`src/rtl/wdog_pkg.sv`:
```
package wdog_pkg;
  localparam int AW = 5;
  localparam logic [AW-1:0] A_RELOAD = 5'h00;
  localparam logic [AW-1:0] A_STS1   = 5'h04;
  localparam logic [AW-1:0] A_STS2   = 5'h06;
  localparam logic [AW-1:0] A_CTRL   = 5'h08;
  localparam logic [AW-1:0] A_INIT   = 5'h12;
  localparam int B_TO    = 3;
  localparam int B_SEC   = 1;
  localparam int B_BOOT  = 2;
  localparam int B_HALT  = 11;
  localparam int B_NOREB = 0;
  localparam int MIN_INIT = 4;
endpackage

```
`src/rtl/wdog_tick.sv`:
```
module wdog_tick #(
  parameter int TICK_DIV = 75_000_000
) (
  input  logic clk,
  input  logic rst_n,
  input  logic run,
  input  logic restart,
  output logic tick
);
  localparam int PW = (TICK_DIV > 1) ? $clog2(TICK_DIV) : 1;
  localparam logic [PW-1:0] LAST = PW'(TICK_DIV - 1);

  logic [PW-1:0] pre;

  assign tick = run && (pre == LAST);

  always_ff @(posedge clk) begin
    if (!rst_n || !run || restart || tick) pre <= '0;
    else                                   pre <= pre + 1'b1;
  end
endmodule

```
`src/rtl/wdog_count.sv`:
```
module wdog_count #(
  parameter int INIT_W   = 10,
  parameter int DEF_INIT = 50
) (
  input  logic              clk,
  input  logic              rst_n,
  input  logic              halt,
  input  logic              reload,
  input  logic              tick,
  input  logic [INIT_W-1:0] init,
  output logic [INIT_W-1:0] cnt,
  output logic              expire
);
  assign expire = tick && !reload && (cnt == '0);

  always_ff @(posedge clk) begin
    if (!rst_n)      cnt <= INIT_W'(DEF_INIT);
    else if (reload) cnt <= init;
    else if (tick)   cnt <= (cnt == '0) ? init : cnt - 1'b1;
  end

  AST_HALT_FREEZE: assert property (@(posedge clk) disable iff (!rst_n)
    (halt && !reload) |=> $stable(cnt));
  AST_STEP_DOWN: assert property (@(posedge clk) disable iff (!rst_n)
    (tick && !reload && cnt != '0) |=> (cnt == $past(cnt) - 1'b1));
  AST_INIT_MIN: assert property (@(posedge clk) disable iff (!rst_n)
    init >= INIT_W'(wdog_pkg::MIN_INIT));
endmodule

```
`src/rtl/wdog_csr.sv`:
```
module wdog_csr
  import wdog_pkg::*;
#(
  parameter int INIT_W   = 10,
  parameter int DEF_INIT = 50
) (
  input  logic              clk,
  input  logic              rst_n,
  input  logic              bus_valid,
  input  logic              bus_write,
  input  logic [AW-1:0]     bus_addr,
  input  logic [1:0]        bus_be,
  input  logic [15:0]       bus_wdata,
  output logic [15:0]       bus_rdata,
  output logic              bus_rvalid,
  input  logic [INIT_W-1:0] cnt,
  input  logic              expire,
  output logic              halt,
  output logic              reload,
  output logic [INIT_W-1:0] init,
  output logic              timeout_irq,
  output logic              reset_req
);
  localparam bit NARROW = (INIT_W <= 8);

  logic wr, rd;
  logic sts_to, sts_sec, sts_boot, noreboot;
  logic init_we;
  logic [INIT_W-1:0] init_wval;
  logic [15:0] cnt_word, init_word, rmux;

  assign wr     = bus_valid && bus_write;
  assign rd     = bus_valid && !bus_write;
  assign reload = wr && (bus_addr == A_RELOAD) && bus_be[0];

  generate
    if (NARROW) begin : g_narrow
      assign init_we   = wr && (bus_addr == A_RELOAD) && bus_be[1];
      assign init_wval = bus_wdata[8 +: INIT_W];
      assign cnt_word  = {{(8-INIT_W){1'b0}}, init, {(8-INIT_W){1'b0}}, cnt};
      assign init_word = 16'h0000;
    end else begin : g_wide
      assign init_we   = wr && (bus_addr == A_INIT) && (bus_be == 2'b11);
      assign init_wval = bus_wdata[INIT_W-1:0];
      assign cnt_word  = {{(16-INIT_W){1'b0}}, cnt};
      assign init_word = {{(16-INIT_W){1'b0}}, init};
    end
  endgenerate

  always_comb begin
    rmux = 16'h0000;
    case (bus_addr)
      A_RELOAD: rmux = cnt_word;
      A_STS1:   rmux[B_TO] = sts_to;
      A_STS2:   begin rmux[B_SEC] = sts_sec; rmux[B_BOOT] = sts_boot; end
      A_CTRL:   begin rmux[B_HALT] = halt; rmux[B_NOREB] = noreboot; end
      default:  if (!NARROW && bus_addr == A_INIT) rmux = init_word;
    endcase
  end

  logic clr_to, clr_sec, clr_boot, first_exp, second_exp;
  assign clr_to     = wr && bus_be[0] && (bus_addr == A_STS1) && bus_wdata[B_TO];
  assign clr_sec    = wr && bus_be[0] && (bus_addr == A_STS2) && bus_wdata[B_SEC];
  assign clr_boot   = wr && bus_be[0] && (bus_addr == A_STS2) && bus_wdata[B_BOOT];
  assign first_exp  = expire && !sts_to;
  assign second_exp = expire && sts_to;

  always_ff @(posedge clk) begin
    if (!rst_n) begin
      init        <= INIT_W'(DEF_INIT);
      halt        <= 1'b1;
      noreboot    <= 1'b1;
      sts_to      <= 1'b0;
      sts_sec     <= 1'b0;
      sts_boot    <= 1'b0;
      timeout_irq <= 1'b0;
      reset_req   <= 1'b0;
      bus_rvalid  <= 1'b0;
      bus_rdata   <= 16'h0000;
    end else begin
      bus_rvalid  <= rd;
      if (rd) bus_rdata <= rmux;
      timeout_irq <= first_exp;
      sts_to      <= first_exp  || (sts_to   && !clr_to);
      sts_sec     <= second_exp || (sts_sec  && !clr_sec);
      sts_boot    <= second_exp || (sts_boot && !clr_boot);
      if (second_exp && !noreboot) reset_req <= 1'b1;
      if (init_we && (init_wval >= INIT_W'(MIN_INIT))) init <= init_wval;
      if (wr && bus_addr == A_CTRL) begin
        if (bus_be[1]) halt     <= bus_wdata[B_HALT];
        if (bus_be[0]) noreboot <= bus_wdata[B_NOREB];
      end
    end
  end

  AST_IRQ_FIRST_ONLY: assert property (@(posedge clk) disable iff (!rst_n)
    timeout_irq |-> (sts_to && !$past(sts_to)));
  AST_RESET_STICKY: assert property (@(posedge clk) disable iff (!rst_n)
    reset_req |=> reset_req);
  AST_NOREBOOT_BLOCKS: assert property (@(posedge clk) disable iff (!rst_n)
    $rose(reset_req) |-> !$past(noreboot));
  AST_RVALID_AFTER_READ: assert property (@(posedge clk) disable iff (!rst_n)
    bus_rvalid |-> $past(rd));
endmodule

```
`src/rtl/sys_wdog.sv`:
```
module sys_wdog #(
  parameter int INIT_W   = 10,
  parameter int DEF_INIT = 50,
  parameter int TICK_DIV = 75_000_000
) (
  input  logic        clk,
  input  logic        rst_n,
  input  logic        bus_valid,
  input  logic        bus_write,
  input  logic [4:0]  bus_addr,
  input  logic [1:0]  bus_be,
  input  logic [15:0] bus_wdata,
  output logic [15:0] bus_rdata,
  output logic        bus_rvalid,
  output logic        timeout_irq,
  output logic        reset_req
);
  logic halt, reload, tick, expire;
  logic [INIT_W-1:0] init, cnt;

  wdog_tick #(.TICK_DIV(TICK_DIV)) u_tick (
    .clk(clk), .rst_n(rst_n), .run(!halt), .restart(reload), .tick(tick)
  );

  wdog_count #(.INIT_W(INIT_W), .DEF_INIT(DEF_INIT)) u_count (
    .clk(clk), .rst_n(rst_n), .halt(halt), .reload(reload), .tick(tick),
    .init(init), .cnt(cnt), .expire(expire)
  );

  wdog_csr #(.INIT_W(INIT_W), .DEF_INIT(DEF_INIT)) u_csr (
    .clk(clk), .rst_n(rst_n), .bus_valid(bus_valid), .bus_write(bus_write),
    .bus_addr(bus_addr), .bus_be(bus_be), .bus_wdata(bus_wdata),
    .bus_rdata(bus_rdata), .bus_rvalid(bus_rvalid), .cnt(cnt),
    .expire(expire), .halt(halt), .reload(reload), .init(init),
    .timeout_irq(timeout_irq), .reset_req(reset_req)
  );
endmodule

```
`config.mk`:
```
export PLATFORM = sky130hd
export DESIGN_NAME = sys_wdog
export DESIGN_NICKNAME = d
export VERILOG_FILES = /design/src/rtl/wdog_pkg.sv /design/src/rtl/wdog_tick.sv /design/src/rtl/wdog_count.sv /design/src/rtl/wdog_csr.sv /design/src/rtl/sys_wdog.sv
export SDC_FILE = /design/constraint.sdc
export NUM_CORES = 1
export LEC_CHECK = 0
export ABC_AREA = 1
export BUFFER_PORTS_ARGS = -buffer_cell sky130_fd_sc_hd__buf_2
export CELL_PAD_IN_SITES_DETAIL_PLACEMENT = 1
export CELL_PAD_IN_SITES_GLOBAL_PLACEMENT = 1
export CORE_AREA = 2 2 93 113
export CTS_CLUSTER_SIZE = 10
export DETAILED_ROUTE_END_ITERATION = 10
export DIE_AREA = 0 0 95 115
export PLACE_DENSITY_LB_ADDON = 0.1
export SYNTH_ARGS = -nofsm -noshare
export SYNTH_HDL_FRONTEND = slang
export SYNTH_SLANG_ARGS = --single-unit
```
`constraint.sdc`:
```
create_clock -name clk -period 1.6 [get_ports clk]
set_input_delay 0.48 -clock clk [delete_from_list [all_inputs] [get_ports clk]]
set_output_delay 0.48 -clock clk [all_outputs]
set_load 0.03 [all_outputs]
```
==> results.py, run 1 <==
metrics = {
    "placed_design": {
        "globalplace.congestion": 0.942,
        "pre_cts_slack_ps": -213,
        "placedCellCount": 739,
        "post-dp-hpwl_um": 9410,
        "port-buffer-count": 35,
    },
    "route": {
        "wire_per_inst_um": 16.1,
        "vias_per_instance": 5.08,
        "post-route-drc-count": 0,
        "count_of_routing_violations_after_the_opening_detailed_route_iteration": 93,
        "wl_um": 12300,
        "detail_route.first_pass.iterations": 4,
        "vias_post_dr": 3902,
        "antenna_violating_nets_remaining": 0,
    },
    "yosys": {
        "synth.avg_cell_area_um2": 7.00,
        "synth-seq-cells": 66,
        "synthesis.area_um2": 3550,
        "synth-warning-count": 0,
        "synth_cell_types": 38,
        "synth_seq_area_share_pct": 37.2,
        "synth_cells": 508,
    },
    "power_and_ir_drop": {
        "switching_share_pct": 23.4,
        "switching_power_w": 0.000892,
        "cell_internal_power_w": 0.00292,
        "power.clock.fraction_pct": 49.9,
        "pwr-share-comb_pct": 6.3,
        "power_frac_seq_pct": 43.8,
        "power.total_w": 0.00381,
        "power_leakage_nw": 2.19,
        "vdd_ir_drop_max_v": 0.000398,
        "power_per_cell_area_nw_per_um2": 741,
    },
    "timing": {
        "max_freq_ghz": 0.629,
        "finalCritPeriodShare_pct": 99.4,
        "setup-tns-final_ps": 0,
        "worst_clock_skew_ps": 7.51,
        "setup_ws_ps": 9.39,
        "setup_viol_count_final": 0,
        "report.final.hold_viol_count": 0,
        "timing.final.crit_period_ps": 1590,
        "rsz0062_at_grt": "true",
        "report.final.slew_viol_count": 0,
    },
    "cells_and_area": {
        "drive_gt1_share_pct": 38.9,
        "antenna_cells_inserted": 0,
        "most_used_cells_in_the_layout_excluding_fill_and_tap_cells": "sky130_fd_sc_hd__nand2_1, sky130_fd_sc_hd__buf_4, sky130_fd_sc_hd__inv_1",
        "layout.cells.non_filler": 768,
        "area_delta_synth_final_pct": 44.8,
        "nets": 666,
        "layout.cells.most_common": "sky130_fd_sc_hd__nand2_1",
    },
    "clock_network": {
        "h_tree_depth_reported_by_cts": 3,
        "clock_insertion_delay_worst_skew_ps": 340,
        "clk_path_buf_depth": 2,
        "clk_transition_reported_paths_ps": 60,
        "cts.root.buffer_cell": "sky130_fd_sc_hd__clkbuf_16",
        "cts.sink_count": 66,
        "cts_made_buffers": 9,
        "clock_tree_from_tritoncts": "yes",
    },
    "worst_setup_path": {
        "worst_setup_path_end_kind": "flip-flop",
        "delay_of_the_slowest_critical_path_stage_ps": 320,
        "critical-path-slowest-cell": "sky130_fd_sc_hd__dfxtp_2",
        "setup.worst_path.start_class": "flip-flop",
        "timing.critical_path.fanout_max": 5,
        "critPathBufInv": 3,
        "worst-endpoint-required_ps": 1880,
        "r2r_cells": 13,
        "setup.worst_path.class": "flip-flop to flip-flop",
        "cp.depth": 13,
        "worst-endpoint-arrival_ps": 1870,
        "critPathMostFrequentCell": "sky130_fd_sc_hd__nand2_2",
        "cell_breakdown_of_the_critical_path": "inv_2, ha_4, nand2_2, nor2_4, nand2_2, inv_2, nand2_4, nand2_4, buf_4, nand2_1, o21ai_1, nand2_2, nand2_2",
        "cpLargestDelayFamily": "simple AND/OR/NAND/NOR gates",
    },
    "grt": {
        "grt_max_degree": 30,
        "number_of_antenna_violations_at_the_first_check_in_global_routing": 0,
        "globalRoute.totalOverflow": 0,
        "total_routing_usage_gr_pct": 23.3,
        "global_route_wire_length_before_repair_um": 19300,
        "grt_pass1_vias": 4065,
    },
    "min_path": {
        "path_category_of_the_worst_min_delay_check": "input port to flip-flop",
        "min_delay_path_depth": 3,
    },
    "floorplanning": {
        "std_cell_rows": 40,
        "boundaryPins": 46,
        "start_util_pct": 36.1,
        "fp.dieW_um": 95,
        "die_area_um2": 10900,
        "die-height_um": 115,
        "core_footprint_um2": 9860,
    },
    "flow_run": {
        "max_cap_violations": 0,
    },
    "outcome": {
        "outcome": "completed",
    },
}
[registers in the layout (all words and copies together), names as in the netlist]
signal             flops
u_count.cnt           10
u_csr.sts_to           1
u_csr.bus_rvalid       1
u_csr.noreboot         1
u_csr.timeout_irq      1
u_tick.pre            27
u_csr.sts_sec          1
u_csr.bus_rdata       11
u_csr.halt             1
u_csr.reset_req        1
u_csr.init            10
u_csr.sts_boot         1
[metrics by stage]
step           hold slack [ps]  cell area [um2]  utilization [%]
3_3_place_gp               460             4450             45.1
6_report                   397             5150             52.2
2_1_floorplan              443             3570                -
4_1_cts                    388             4830             49.0
3_5_place_dp               464             4450             45.1
5_1_grt                    400             5150             52.2
[power by group through the flow]
stage	clock, W	sequential [W]	combinational (W)
finish	0.00190	0.00167	0.000241
global route	0.00203	0.00167	0.000263
CTS	0.00194	0.00167	0.000242
detailed placement	0	0.00171	0.000239
global placement	0	0.00171	0.000235
floorplan	0	0.00174	0.0000983
[logic make-up after synthesis]
family | after synthesis | share of synthesized area, %
AND/OR/NAND/NOR | 246 | 33.6
buffers and inverters | 96 | 11.7
AO/OA/AOI/OAI | 86 | 14.0
flip-flops | 66 | 37.2
XOR/XNOR | 11 | 2.71
adder cells (fa/ha/maj) | 2 | 0.704
other | 1 | 0.105
[cell type report]
| type | count | area (um2) |
|---|---|---|
| clock buffers | 14 | 274 |
| clock inverters | 2 | 10.0 |
| fillers | 1276 | 4710 |
| inverters | 81 | 322 |
| multi-input cells | 350 | 2080 |
| flip-flops and latches | 66 | 1350 |
| well taps | 126 | 158 |
| repair buffers | 129 | 951 |
[cells in the mapped netlist (all sizes together)]
cell type    n  area (um2)
nor4         4        25.0
o221ai       6        52.6
a31oi        2        12.5
o21ai       27         143
a21oi       36         180
clkbuf       5        18.8
nor3        17         106
o211ai      13        97.6
nand2      107         422
ha           2        25.0
or2         11        68.8
o22ai        2        12.5
buf         10        85.1
clkinv       2        8.75
nor2        54         246
nand4       18         113
dfxtp       66        1320
nand3       35         215
inv         79         302
conb         1        3.75
xor2        11        96.3
[final timing paths]
check / from / end / slack, ps
worst min-delay path: bus_wdata[4] / u_csr.init[4]$_SDFFE_PN1P_ / 400
worst max register to register: u_count.cnt[0]$_SDFFE_PN0P_ / u_count.cnt[0]$_SDFFE_PN0P_ / 9
worst min register to register: u_csr.reset_req$_SDFFE_PN0P_ / u_csr.reset_req$_SDFFE_PN0P_ / 460
worst max-delay path: u_count.cnt[0]$_SDFFE_PN0P_ / u_count.cnt[0]$_SDFFE_PN0P_ / 9
[layer usage]
layer  up-vias  routed length (um)  global-route usage, %
met3        34                 263                   4.85
met1      1893                4560                   22.0
met2        61                6990                   46.2
li1       1914                   -                      -
met4         0                 517                   11.4
met5         -                   0                      0
[tightest hold or removal path: stages]
cell                       delay (ps)
sky130_fd_sc_hd__buf_2             90
sky130_fd_sc_hd__nand2_1           50
sky130_fd_sc_hd__o211ai_1          70
[repair_timing]
action,4_1_cts,5_1_grt
setup buffers,3,9
setup endpoints to repair,37,42
hold buffers,0,0
gates cloned,0,1
pin swaps,3,20
resized for setup,22,78
(Power assumes the default switching activity.)
==> inputs of run 2 (changes only) <==
--- a/config.mk
+++ b/config.mk
@@ -9,10 +9,10 @@
 export BUFFER_PORTS_ARGS = -buffer_cell sky130_fd_sc_hd__buf_2
 export CELL_PAD_IN_SITES_DETAIL_PLACEMENT = 1
 export CELL_PAD_IN_SITES_GLOBAL_PLACEMENT = 1
-export CORE_AREA = 2 2 93 113
+export CORE_AREA = 5 5 96 116
 export CTS_CLUSTER_SIZE = 10
 export DETAILED_ROUTE_END_ITERATION = 10
-export DIE_AREA = 0 0 95 115
+export DIE_AREA = 0 0 101 121
 export PLACE_DENSITY_LB_ADDON = 0.1
 export SYNTH_ARGS = -nofsm -noshare
 export SYNTH_HDL_FRONTEND = slang
==> results.py, run 2 (synthesis gave the netlist of run 1 again) <==
metrics = {
    "cells_and_area": {
        "final-seq-area_um2": 1350,
        "multi_input_comb_area_um2": 2040,
        "final.fill_count": 1261,
        "antenna_cells_inserted": 0,
        "layout.cells.non_filler": 754,
        "most_used_cells_in_the_layout_excluding_fill_and_tap_cells": "sky130_fd_sc_hd__nand2_1, sky130_fd_sc_hd__buf_4, sky130_fd_sc_hd__inv_1",
        "top_register": "u_tick.pre",
        "nets": 653,
        "layout.cells.most_common": "sky130_fd_sc_hd__nand2_1",
        "top_regs": "u_tick.pre (27), u_csr.bus_rdata (11)",
        "drive_gt1_share_pct": 35.5,
        "area_delta_synth_final_pct": 41.8,
        "largest_register_ffs": 27,
    },
    "worst_setup_path": {
        "timing.critical_path.fanout_max": 6,
        "setup.worst_path.start_class": "flip-flop",
        "setup.worst_path.class": "flip-flop to flip-flop",
        "worst_setup_path_end_kind": "flip-flop",
        "worst-endpoint-required_ps": 1880,
        "worst-endpoint-arrival_ps": 1840,
    },
    "route": {
        "wl_um": 12200,
        "detail_route.first_pass.iterations": 4,
        "wire_per_inst_um": 16.1,
        "count_of_routing_violations_after_the_opening_detailed_route_iteration": 80,
        "antenna_violating_nets_remaining": 0,
        "post-route-drc-count": 0,
        "vias_post_dr": 3772,
        "vias_per_instance": 5.00,
    },
    "timing": {
        "finalCritPeriodShare_pct": 97.0,
        "setup_viol_count_final": 0,
        "rsz0062_at_grt": "true",
        "worst_clock_skew_ps": 7.22,
        "report.final.slew_viol_count": 0,
        "max_freq_ghz": 0.644,
        "timing.final.crit_period_ps": 1550,
        "report.final.hold_viol_count": 0,
    },
    "clock_network": {
        "clock_tree_from_tritoncts": "yes",
        "clk_transition_reported_paths_ps": 60,
        "cts_made_buffers": 9,
        "clk_path_buf_depth": 2,
        "cts.sink_count": 66,
        "cts.root.buffer_cell": "sky130_fd_sc_hd__clkbuf_16",
        "h_tree_depth_reported_by_cts": 3,
        "holdBufCountCts": 0,
        "clock_insertion_delay_worst_skew_ps": 330,
    },
    "outcome": {
        "outcome": "completed",
    },
    "grt": {
        "grt_max_degree": 30,
        "number_of_antenna_violations_at_the_first_check_in_global_routing": 0,
        "total_routing_usage_gr_pct": 20.1,
        "global_route_wire_length_before_repair_um": 19100,
        "grt_pass1_vias": 3978,
        "globalRoute.totalOverflow": 0,
    },
    "power_and_ir_drop": {
        "vdd_ir_drop_max_v": 0.000658,
        "power_per_cell_area_nw_per_um2": 808,
        "power.total_w": 0.00407,
        "power_leakage_nw": 2.12,
    },
    "placed_design": {
        "placedCellCount": 733,
        "port-buffer-count": 35,
        "post-dp-hpwl_um": 9430,
        "globalplace.congestion": 0.847,
    },
    "floorplanning": {
        "core_footprint_um2": 9860,
        "start_util_pct": 36.1,
        "die-height_um": 121,
        "fp.dieW_um": 101,
        "boundaryPins": 46,
        "die_area_um2": 12200,
        "std_cell_rows": 40,
    },
    "flow_run": {
        "max_cap_violations": 0,
    },
    "min_path": {
        "path_category_of_the_worst_min_delay_check": "input port to flip-flop",
    },
}
-- run 2: changes by cell type in the layout (fill, tap and decap cells not counted), moves of 3 or more --
cell | before | now
sky130_fd_sc_hd__nor3_1 | 5 | 8
sky130_fd_sc_hd__nand3_1 | 26 | 30
sky130_fd_sc_hd__a21oi_2 | 8 | 2
sky130_fd_sc_hd__buf_6 | 2 | 5
sky130_fd_sc_hd__nor2_2 | 10 | 7
sky130_fd_sc_hd__nand3_2 | 6 | 2
sky130_fd_sc_hd__a21oi_1 | 28 | 34
sky130_fd_sc_hd__buf_4 | 87 | 72
-- run 2: final timing paths --
| check | from | end | slack, ps | cells after the start |
|---|---|---|---|---|
| worst max register to register | u_count.cnt[1]$_SDFFE_PN1P_ | u_count.cnt[2]$_SDFFE_PN0P_ | 50 | 13 |
| worst min register to register | u_csr.reset_req$_SDFFE_PN0P_ | u_csr.reset_req$_SDFFE_PN0P_ | 450 | 2 |
| worst min-delay path | bus_wdata[5] | u_csr.init[5]$_SDFFE_PN1P_ | 400 | 3 |
| worst max-delay path | u_count.cnt[1]$_SDFFE_PN1P_ | u_count.cnt[2]$_SDFFE_PN0P_ | 50 | 13 |
-- run 2: power by group --
group,internal (W),switching [W]
Clock,0.00144,0.000737
Combinational,0.0000784,0.000150
Sequential,0.00166,0.00000945
-- run 2: what timing repair did --
action	in CTS	in global routing
endpoints found under the setup margin	39	42
resized for setup	17	70
pin swaps	4	19
setup buffers	0	7
-- run 2: metal layers --
| layer | wire length [um] | track usage [%] |
|---|---|---|
| met5 | 0 | 0 |
| met4 | 400 | 7.90 |
| met1 | 4670 | 21.2 |
| met2 | 6780 | 38.7 |
| met3 | 325 | 3.45 |
-- run 2: metrics by stage --
stage / setup slack, ps / util (%) / cell area [um2] / TNS, ps / hold WS [ps]
5_1_grt: -62.2 / 51.1 / 5040 / -391 / 408
4_1_cts: -39.7 / 48.5 / 4780 / -39.7 / 393
3_5_place_dp: -204 / 44.8 / 4420 / -6750 / 468
6_report: 47.6 / 51.1 / 5040 / 0 / 401
3_3_place_gp: -181 / 44.8 / 4420 / -4730 / 461
2_1_floorplan: 22.4 / - / 3570 / 0 / 443
-- run 2: final cells by class --
| type | count | area share (%) |
|---|---|---|
| flip-flops and latches | 66 | 26.8 |
| clock buffers | 13 | 5.16 |
| clock inverters | 2 | 1.19 |
| inverters | 81 | 6.28 |
| well taps | 126 | 3.13 |
| repair buffers | 116 | 16.9 |
| multi-input cells | 350 | 40.5 |
-- run 2: worst max-delay path: stages (launching register included) --
cell and delay (ps):
sky130_fd_sc_hd__dfxtp_2 320, sky130_fd_sc_hd__inv_2 90, sky130_fd_sc_hd__ha_4 150, sky130_fd_sc_hd__nand2_4 60, sky130_fd_sc_hd__nor2_4 110, sky130_fd_sc_hd__nand2_2 70, sky130_fd_sc_hd__inv_2 80, sky130_fd_sc_hd__nand2_4 70
sky130_fd_sc_hd__nand2_8 100, sky130_fd_sc_hd__inv_6 50, sky130_fd_sc_hd__buf_4 140, sky130_fd_sc_hd__nand3_1 100, sky130_fd_sc_hd__nand3_1 90, sky130_fd_sc_hd__nand2_1 60
